$ cat config.mk
export PLATFORM = sky130hd
export DESIGN_NAME = seg_engine
export DESIGN_NICKNAME = d
export VERILOG_FILES = /design/src/rtl/seg_pkg.sv /design/src/rtl/seg_hec.sv /design/src/rtl/seg_crc32.sv /design/src/rtl/seg_cellbuf.sv /design/src/rtl/seg_engine.sv
export SDC_FILE = /design/constraint.sdc
export NUM_CORES = 1
export LEC_CHECK = 0
export BUFFER_PORTS_ARGS = -buffer_cell sky130_fd_sc_hd__buf_2
export CORE_UTILIZATION = 55
export CTS_CLUSTER_SIZE = 30
export DETAILED_ROUTE_END_ITERATION = 8
export PLACE_DENSITY = 0.7
export SYNTH_ARGS = -nofsm -noshare
export SYNTH_HDL_FRONTEND = slang
export SYNTH_SLANG_ARGS = --single-unit
export TNS_END_PERCENT = 100
$ cat constraint.sdc
create_clock -name clk -period 5.7 [get_ports clk]
set_input_delay 1.14 -clock clk [delete_from_list [all_inputs] [get_ports clk]]
set_output_delay 1.14 -clock clk [all_outputs]
set_load 0.01 [all_outputs]
$ cat src/rtl/seg_pkg.sv
package seg_pkg;

  typedef enum logic [2:0] {
    ST_FILL  = 3'd0,
    ST_ZERO  = 3'd1,
    ST_LEN   = 3'd2,
    ST_CHK   = 3'd3,
    ST_DRAIN = 3'd4
  } seg_state_t;

  // Header check byte: CRC-8 (x^8+x^2+x+1), MSB first, offset 0x55.
  function automatic logic [7:0] hdr_check(input logic [31:0] h);
    logic [7:0] c;
    logic       fb;
    c = 8'h00;
    for (int i = 31; i >= 0; i--) begin
      fb = c[7] ^ h[i];
      c  = {c[6:0], 1'b0};
      if (fb) c = c ^ 8'h07;
    end
    return c ^ 8'h55;
  endfunction

  // One 32-bit word folded into the running CRC-32, MSB first.
  function automatic logic [31:0] crc32_fold(input logic [31:0] c_in,
                                             input logic [31:0] w);
    logic [31:0] c;
    logic        fb;
    c = c_in;
    for (int i = 31; i >= 0; i--) begin
      fb = c[31] ^ w[i];
      c  = {c[30:0], 1'b0};
      if (fb) c = c ^ 32'h04C1_1DB7;
    end
    return c;
  endfunction

endpackage

$ cat src/rtl/seg_hec.sv
module seg_hec (
  input  logic [31:0] hdr,
  output logic [7:0]  hec
);
  import seg_pkg::*;
  always_comb hec = hdr_check(hdr);
endmodule

$ cat src/rtl/seg_crc32.sv
module seg_crc32 (
  input  logic        clk,
  input  logic        rst_n,
  input  logic        clr,
  input  logic        upd,
  input  logic [31:0] word,
  output logic [31:0] crc_q
);
  import seg_pkg::*;

  always_ff @(posedge clk) begin
    if (!rst_n || clr) crc_q <= '1;
    else if (upd)      crc_q <= crc32_fold(crc_q, word);
  end

  // a new unit starts from the all-ones preset
  p_preset_r9: assert property (@(posedge clk) disable iff (!rst_n)
    $past(clr) |-> crc_q == 32'hFFFF_FFFF);

endmodule

$ cat src/rtl/seg_cellbuf.sv
module seg_cellbuf #(
  parameter int DEPTH = 12,
  parameter int W     = 32,
  localparam int AW   = $clog2(DEPTH)
) (
  input  logic          clk,
  input  logic          rst_n,
  input  logic          wr_en,
  input  logic [AW-1:0] wr_addr,
  input  logic [W-1:0]  wr_data,
  input  logic [AW-1:0] rd_addr,
  output logic [W-1:0]  rd_data
);
  logic [W-1:0] mem [DEPTH];

  always_ff @(posedge clk) begin
    if (wr_en) mem[wr_addr] <= wr_data;
  end

  assign rd_data = mem[rd_addr];

  // every write lands inside one cell's slots
  p_wr_range_r4: assert property (@(posedge clk) disable iff (!rst_n)
    wr_en |-> int'(wr_addr) < DEPTH);

endmodule

$ cat src/rtl/seg_engine.sv
module seg_engine #(
  parameter int CELL_WORDS = 12,
  parameter int LEN_W      = 16
) (
  input  logic        clk,
  input  logic        rst_n,
  input  logic        hdr_wr,
  input  logic [31:0] hdr_wdata,
  input  logic        aal5_en,
  input  logic        in_valid,
  input  logic [31:0] in_data,
  input  logic        in_last,
  output logic        in_ready,
  output logic        out_valid,
  input  logic        out_ready,
  output logic [31:0] out_data,
  output logic        out_sof,
  output logic [31:0] out_hdr,
  output logic [7:0]  out_hec
);
  import seg_pkg::*;

  localparam int AW = $clog2(CELL_WORDS);
  localparam logic [AW-1:0] LAST_IDX = AW'(CELL_WORDS - 1);
  localparam logic [AW-1:0] PRE_TRL  = AW'(CELL_WORDS - 3);
  localparam logic [LEN_W-1:0] WORD_BYTES = LEN_W'(4);

  seg_state_t        state;
  logic [AW-1:0]     wcnt, rcnt;
  logic              pend_end, cell_last;
  logic [LEN_W-1:0]  len_q;
  logic [31:0]       hdr_q;
  logic [31:0]       crc_q;

  // named events
  logic        acc_in, acc_out, cell_done, unit_done;
  logic        wr_en, crc_upd;
  logic [31:0] wr_data;
  logic        end_cell;

  assign in_ready  = (state == ST_FILL);
  assign out_valid = (state == ST_DRAIN);
  assign acc_in    = in_valid && in_ready;
  assign acc_out   = out_valid && out_ready;
  assign cell_done = acc_out && (rcnt == LAST_IDX);
  assign unit_done = cell_done && cell_last;
  assign end_cell  = aal5_en && cell_last;

  always_comb begin
    wr_en   = 1'b0;
    wr_data = '0;
    case (state)
      ST_FILL: begin wr_en = acc_in; wr_data = in_data; end
      ST_ZERO: begin wr_en = 1'b1;   wr_data = '0; end
      ST_LEN:  begin wr_en = 1'b1;   wr_data = {16'h0000, 16'(len_q)}; end
      ST_CHK:  begin wr_en = 1'b1;   wr_data = ~crc_q; end
      default: ;
    endcase
  end
  assign crc_upd = wr_en && (state != ST_CHK);

  seg_cellbuf #(.DEPTH(CELL_WORDS), .W(32)) u_buf (
    .clk(clk), .rst_n(rst_n), .wr_en(wr_en), .wr_addr(wcnt),
    .wr_data(wr_data), .rd_addr(rcnt), .rd_data(out_data)
  );

  seg_crc32 u_crc (
    .clk(clk), .rst_n(rst_n), .clr(unit_done), .upd(crc_upd),
    .word(wr_data), .crc_q(crc_q)
  );

  assign out_sof = out_valid && (rcnt == '0);
  assign out_hdr = {hdr_q[31:2], hdr_q[1] | end_cell, hdr_q[0]};

  seg_hec u_hec (.hdr(out_hdr), .hec(out_hec));

  always_ff @(posedge clk) begin
    if (!rst_n) hdr_q <= '0;
    else if (hdr_wr) hdr_q <= hdr_wdata;
  end

  always_ff @(posedge clk) begin
    if (!rst_n || unit_done) len_q <= '0;
    else if (acc_in)         len_q <= len_q + WORD_BYTES;
  end

  always_ff @(posedge clk) begin
    if (!rst_n) begin
      state     <= ST_FILL;
      wcnt      <= '0;
      rcnt      <= '0;
      pend_end  <= 1'b0;
      cell_last <= 1'b0;
    end else begin
      case (state)
        ST_FILL: if (acc_in) begin
          wcnt <= wcnt + 1'b1;
          if (in_last) pend_end <= 1'b1;
          if (wcnt == LAST_IDX) begin
            wcnt      <= '0;
            state     <= ST_DRAIN;
            cell_last <= in_last && !aal5_en;
          end else if (in_last) begin
            state <= (aal5_en && wcnt == PRE_TRL) ? ST_LEN : ST_ZERO;
          end
        end
        ST_ZERO: begin
          wcnt <= wcnt + 1'b1;
          if (wcnt == LAST_IDX) begin
            wcnt      <= '0;
            state     <= ST_DRAIN;
            cell_last <= !aal5_en;
          end else if (aal5_en && wcnt == PRE_TRL) begin
            state <= ST_LEN;
          end
        end
        ST_LEN: begin
          wcnt  <= wcnt + 1'b1;
          state <= ST_CHK;
        end
        ST_CHK: begin
          wcnt      <= '0;
          state     <= ST_DRAIN;
          cell_last <= 1'b1;
        end
        default: if (acc_out) begin
          rcnt <= rcnt + 1'b1;
          if (rcnt == LAST_IDX) begin
            rcnt <= '0;
            if (cell_last) begin
              state     <= ST_FILL;
              cell_last <= 1'b0;
              pend_end  <= 1'b0;
            end else if (pend_end) begin
              state <= ST_ZERO;
            end else begin
              state <= ST_FILL;
            end
          end
        end
      endcase
    end
  end

  // a stalled beat is held
  p_hold_r6: assert property (@(posedge clk) disable iff (!rst_n)
    out_valid && !out_ready |=> out_valid && $stable(out_data) && $stable(out_sof));

  // filling and draining never overlap
  p_excl_r5: assert property (@(posedge clk) disable iff (!rst_n)
    !(in_ready && out_valid));

  // a cell start is followed by a non-start beat
  p_sof_once_r4: assert property (@(posedge clk) disable iff (!rst_n)
    acc_out && out_sof |=> !out_sof);

  // the end bit is only added in AAL-5 mode
  p_endbit_mode_r8: assert property (@(posedge clk) disable iff (!rst_n)
    out_valid && !aal5_en |-> out_hdr == hdr_q);

endmodule

==> metrics, run 1 <==
outcome=finished, final reports clean; drt first pass iters=5; min-delay src=u_crc.crc_q[0]; Final Hold Vio Count=0; final instance area=0.0261 mm^2; top post-synthesis cells by area=edfxtp_1, mux4_2, dfxtp_1; Gate Count Post-Synth=1597; I/O Pins=146; Synth Register Bits=479; Initial Util=55.6%; Final ANT Viol Nets=0; post-synthesis cell type count=56; CTS H-Tree Depth=2; Critical Path AT=5440 ps; Iter 0 DRT Violations=1111; syn nets=1675; Mapped Area=0.0233 mm^2; clk buf depth=3; r2r startpoint=state[0]; hold endpoint=u_crc.crc_q[0]; RSZ-0062 raised after global routing=no; NumNets Final=1809; largest net degree at the start of global routing=51; CTS buffer count=49; Worst Setup Start Kind=flip-flop; CTS root buf=clkbuf_16; via density per instance=5.87; initial antenna violation count=0; Final Setup Violations=0; vias in the first global route=13500; clock tree from TritonCTS=yes; first-pass GRT wire length=82800 um; core area=0.0419 mm^2; top cell type's share of synthesized area=49.5%; final WL=54900 um; layout cells sized above 1=23.3%; sequential area share after synthesis=57.7%; GRT Residual Overflow=0; reg2reg end=u_crc.crc_q[14]; Clk Latency, worst-skew pair=600 ps; residual DRC count=0; TritonCTS sink count=479; DP HPWL=36000 um; Clk pin slew, worst setup/hold paths=60 ps; gpl congestion=0.992; part of the cycle the worst path needs=87.4%; Syn Area/Cell=14.6 um^2; Clock Skews=22.3 ps; top-count cell post-synth=edfxtp_1; GR Util All Layers=25.8%; Tmin final=4980 ps; WHS Path Cells=2; r2r worst-path depth=12; crit path max fanout=27; slew margin rel.=4.69%; cell taking the most area after synthesis=edfxtp_1; top cells by count, synth=edfxtp_1, xnor2_1, nand2_1; setup TNS=0 ps; DR vias=13600; Critical Path Source=state[0]; WS Path Type=flip-flop to flip-flop; setup bufs post-CTS=0; worst slew pin tran=1410 ps; asr flop ratio synth=0%; row count=75; PostCTS Resize Cnt=0; die area=0.0432 mm^2; die height=208 um; critical path capture point type=flip-flop; number of enable flip-flop cells after synthesis=384; fmax=0.201 GHz; routed length per instance=23.8 um; die width=208 um; Inserted Diodes=0; Primary FF master, synth=edfxtp_1; final number of max-transition violations=0; hold buffer count at cts=0; # port buffers=145; Critical Path RT=6150 ps; setup slack, reg-to-reg=720 ps; max cap viols=0; Hold/Removal Path Class=flip-flop to flip-flop; YS warnings=0; fillcell total=3133; layout overhead on the synthesized area=11.9%; Cell Area, Placed=0.0245 mm^2
[per-stage QoR]
stage / setup WS (ps) / utilization (%) / hold WS (ps) / instances
after floorplan: 1120 / - / 462 / 1597
after global placement: 656 / 58.6 / 475 / 2219
after detailed placement: 583 / 58.6 / 496 / 2219
after CTS: 744 / 62.3 / 507 / 2308
after global routing: 357 / 62.3 / 552 / 2308
final: 717 / 62.3 / 506 / 2308
[cells in the final DEF (no fill, tap or decap), types with 4 or more instances in the layout]
cell type | Yosys | layout
nand2_1 | 103 | 103
nor3_1 | 10 | 9
dfxtp_1 | 95 | 89
xnor3_1 | 27 | 27
buf_4 | 38 | 46
a21o_1 | 4 | 4
xor3_2 | 4 | 4
a21oi_1 | 38 | 37
nand2b_1 | 27 | 27
clkbuf_16 | 0 | 50
o211ai_1 | 17 | 17
mux4_2 | 96 | 96
clkinv_2 | 0 | 6
o22ai_1 | 10 | 10
xor2_2 | 4 | 4
ha_1 | 7 | 7
nand3_1 | 12 | 12
mux2i_1 | 82 | 82
dfxtp_2 | 0 | 4
xor3_1 | 7 | 7
and2_2 | 0 | 8
o21ai_1 | 3 | 5
inv_1 | 8 | 8
o21ai_0 | 57 | 55
and3_1 | 11 | 8
clkbuf_1 | 38 | 13
nor2_1 | 92 | 91
xnor2_1 | 193 | 193
xnor2_2 | 8 | 8
nor2b_1 | 22 | 22
xor2_1 | 80 | 80
o2bb2ai_1 | 4 | 4
clkinv_1 | 0 | 8
o22a_1 | 12 | 12
buf_2 | 5 | 145
o22ai_2 | 8 | 8
edfxtp_1 | 384 | 384
a31oi_1 | 18 | 18
[cell type report]
class | count | area, um^2 | share of cell area, %
sequential | 479 | 13400 | 51.6
multi-input combinational | 999 | 9270 | 35.6
clock buffer | 64 | 1310 | 5.04
timing repair buffer | 193 | 1110 | 4.26
tap | 539 | 674 | 2.59
clock inverter | 25 | 214 | 0.821
inverter | 9 | 33.8 | 0.130
[critical path, cell delays in order (launching register included)]
cell and delay [ps]:
dfxtp_1 720, inv_2 410, a21oi_1 260, o22ai_2 170
xor2_1 460, xor2_1 380, xnor3_1 580, xor3_1 460
xnor3_1 680, xor2_1 300, xnor2_1 180, xnor2_1 150
o211ai_1 100
[flip-flops by register name, summed over array words and instances, names as in the netlist, named ones only]
register and flops:
cell_last 1, hdr_q 32, len_q 14, pend_end 1, rcnt 4, state 3, u_buf.mem 384, u_crc.crc_q 32
wcnt 4
[cells by family after synthesis]
logic type | count (synthesis) | share of synthesized area (%)
simple gates | 301 | 5.94
buf+inv | 119 | 2.62
xor+xnor | 326 | 15.2
mux | 179 | 12.9
flops | 479 | 57.7
fa+ha+maj | 7 | 0.376
compound gates | 186 | 5.28
[layer usage]
layer | global-route usage, % | part of all wire (%)
met2 | 40.2 | 47
met3 | 4.49 | 6.8
met5 | 0 | 0
met1 | 36.5 | 43
met4 | 10.3 | 3.6
[how the worst max path moves through the flow]
| stage | end | slack [ps] | depth (start not counted) |
|---|---|---|---|
| after detailed placement | u_crc.crc_q[14] | 580 | 13 |
| after floorplan | u_crc.crc_q[8] | 1120 | 12 |
| after CTS | u_crc.crc_q[14] | 740 | 12 |
| after global placement | u_crc.crc_q[6] | 660 | 13 |
| after global routing | u_crc.crc_q[14] | 360 | 12 |
| final | u_crc.crc_q[14] | 720 | 12 |
Power of run 1 is not shown: default switching activity piles up to over one toggle a cycle in this logic, so the estimate is an artifact.
==> run 2, diff against run 1 <==
--- a/config.mk
+++ b/config.mk
@@ -9,7 +9,7 @@
 export CORE_UTILIZATION = 55
 export CTS_CLUSTER_SIZE = 30
 export DETAILED_ROUTE_END_ITERATION = 8
-export PLACE_DENSITY = 0.7
+export PLACE_DENSITY_LB_ADDON = 0.1
 export SYNTH_ARGS = -nofsm -noshare
 export SYNTH_HDL_FRONTEND = slang
 export SYNTH_SLANG_ARGS = --single-unit
==> metrics, run 2 (synthesis results as in run 1) <==
final number of max-transition violations=0 (unchanged); CTS root buf=clkbuf_16 (unchanged); largest net degree at the start of global routing=44 (was 51); Hold/Removal Path Class=flip-flop to flip-flop (unchanged); max cap viols=0 (unchanged); WS Path Type=flip-flop to flip-flop (unchanged); most common cell after layout, fill and taps aside=edfxtp_1 (unchanged); Largest stage delay, worst path=820 ps (was 720 ps); Cell Area, Placed=0.0246 mm^2 (was 0.0245 mm^2); row count=75 (unchanged); gpl congestion=0.920 (was 0.992); outcome=finished, final reports clean (unchanged); reg2reg end=u_crc.crc_q[12] (was u_crc.crc_q[14]); GR Util All Layers=26.0% (was 25.8%); NumNets Final=1817 (was 1809); CTS buffer count=50 (was 49); Hold Slack=511 ps (was 506 ps); Initial Util=55.6% (unchanged); critical path capture point type=flip-flop (unchanged); CP Capture Point=u_crc.crc_q[12] (was u_crc.crc_q[14]); residual DRC count=0 (unchanged); TritonCTS sink count=479 (unchanged); Critical Path Source=state[0] (unchanged); CP max-delay cell=nor2_1 (was dfxtp_1); layout overhead on the synthesized area=12.4% (was 11.9%); r2r worst-path depth=14 (was 12); r2r startpoint=state[0] (unchanged); routed length per instance=23.8 um (about the same); clk buf depth=3 (unchanged); GRT Residual Overflow=0 (unchanged); die area=0.0432 mm^2 (unchanged); most flop-heavy register=u_buf.mem (unchanged); Iter 0 DRT Violations=1150 (was 1111); part of the cycle the worst path needs=87.0% (was 87.4%); crit path max fanout=43 (was 27); Final Hold Vio Count=0 (unchanged); PostCTS Resize Cnt=0 (unchanged); hold buffer count at cts=0 (unchanged); # port buffers=145 (unchanged); Critical Path RT=6150 ps (about the same); slew margin rel.=16.0% (was 4.69%); worst slew pin tran=1250 ps (was 1410 ps); final WL=55200 um (was 54900 um); Tmin final=4960 ps (was 4980 ps); Clk pin slew, worst setup/hold paths=60 ps (about the same); crit path cell chain=buf_4 > nand2_1 > buf_4 > o22a_1 > nor2_1 > xnor2_1 > xnor2_1 > xnor2_1 > xnor2_1 > xor2_1 > xnor2_1 > xnor2_1 > xnor2_1 > o211ai_1 (was inv_2 > a21oi_1 > o22ai_2 > xor2_1 > xor2_1 > xnor3_1 > xor3_1 > xnor3_1 > xor2_1 > xnor2_1 > xnor2_1 > o211ai_1); DP HPWL=36000 um (about the same); vias in the first global route=13700 (was 13500); CTS H-Tree Depth=2 (unchanged); max reg flops=384 (unchanged); Clock Skews=24.1 ps (was 22.3 ps); Final Setup Violations=0 (unchanged); I/O Pins=146 (unchanged); initial antenna violation count=5 (was 0); Clk Latency, worst-skew pair=600 ps (about the same); first-pass GRT wire length=83300 um (was 82800 um); clock tree from TritonCTS=yes (unchanged); setup slack, reg-to-reg=740 ps (was 720 ps); die height=208 um (unchanged); setup bufs post-CTS=0 (unchanged); Worst Setup Start Kind=flip-flop (unchanged); final instance area=0.0262 mm^2 (was 0.0261 mm^2); die width=208 um (unchanged); drt first pass iters=5 (unchanged); RSZ-0062 raised after global routing=no (unchanged); core area=0.0419 mm^2 (unchanged); fmax=0.202 GHz (was 0.201 GHz); commonest cells after routing, fill and taps aside=edfxtp_1, xnor2_1, buf_2, nand2_1, mux4_2 (unchanged); layout cells sized above 1=23.5% (was 23.3%); Top Registers=u_buf.mem x384, hdr_q x32, u_crc.crc_q x32 (unchanged); Final ANT Viol Nets=0 (unchanged); via density per instance=5.78 (was 5.87); post-layout util=62.5% (was 62.3%); DR vias=13400 (was 13600); setup TNS=0 ps (unchanged); cell mode on critical path=xnor2_1 (was xor2_1); Critical Path AT=5410 ps (was 5440 ps)
==> run 2: per-stage QoR <==
stage               worst slack [ps]  cells
floorplan                       1120   1597
global placement                 585   2226
detailed placement               490   2226
CTS                              791   2318
global route                     365   2321
finish                           743   2322
==> run 2: final cells by class <==
cell class / instances / area, um^2
well taps: 539 / 674
repair buffers: 200 / 1160
diodes: 4 / 10.0
flip-flops and latches: 479 / 13400
inverters: 9 / 33.8
fillers: 3198 / 15700
clock inverters: 27 / 245
clock buffers: 65 / 1320
multi-input cells: 999 / 9270
==> run 2: routing by layer <==
metal	vias up	global-route usage [%]	share of wire, %
li1	6158	-	-
met1	6698	35.5	43
met2	471	42.0	48
met3	83	4.92	6.6
met4	2	9.43	3.0
met5	-	0	0.024
==> run 2: how the worst min path moves through the flow <==
stage	start	endpoint	slack [ps]	depth (start not counted)
2_1_floorplan	hdr_q[1]	hdr_q[1]	460	2
3_3_place_gp	hdr_q[1]	hdr_q[1]	480	2
3_5_place_dp	rcnt[2]	flip-flop	490	2
4_1_cts	rcnt[2]	flip-flop	510	2
5_1_grt	rcnt[2]	flip-flop	530	2
6_report	rcnt[2]	flip-flop	510	2
==> run 2: critical path: cells and delay by family (launching register included) <==
kind,cells,cell delay (ps)
XOR/XNOR,8,2280
AND/OR/NAND/NOR,2,1050
buffers and inverters,2,690
flip-flops,1,450
AO/OA/AOI/OAI,2,300
Power of run 2 is left out for the same reason.
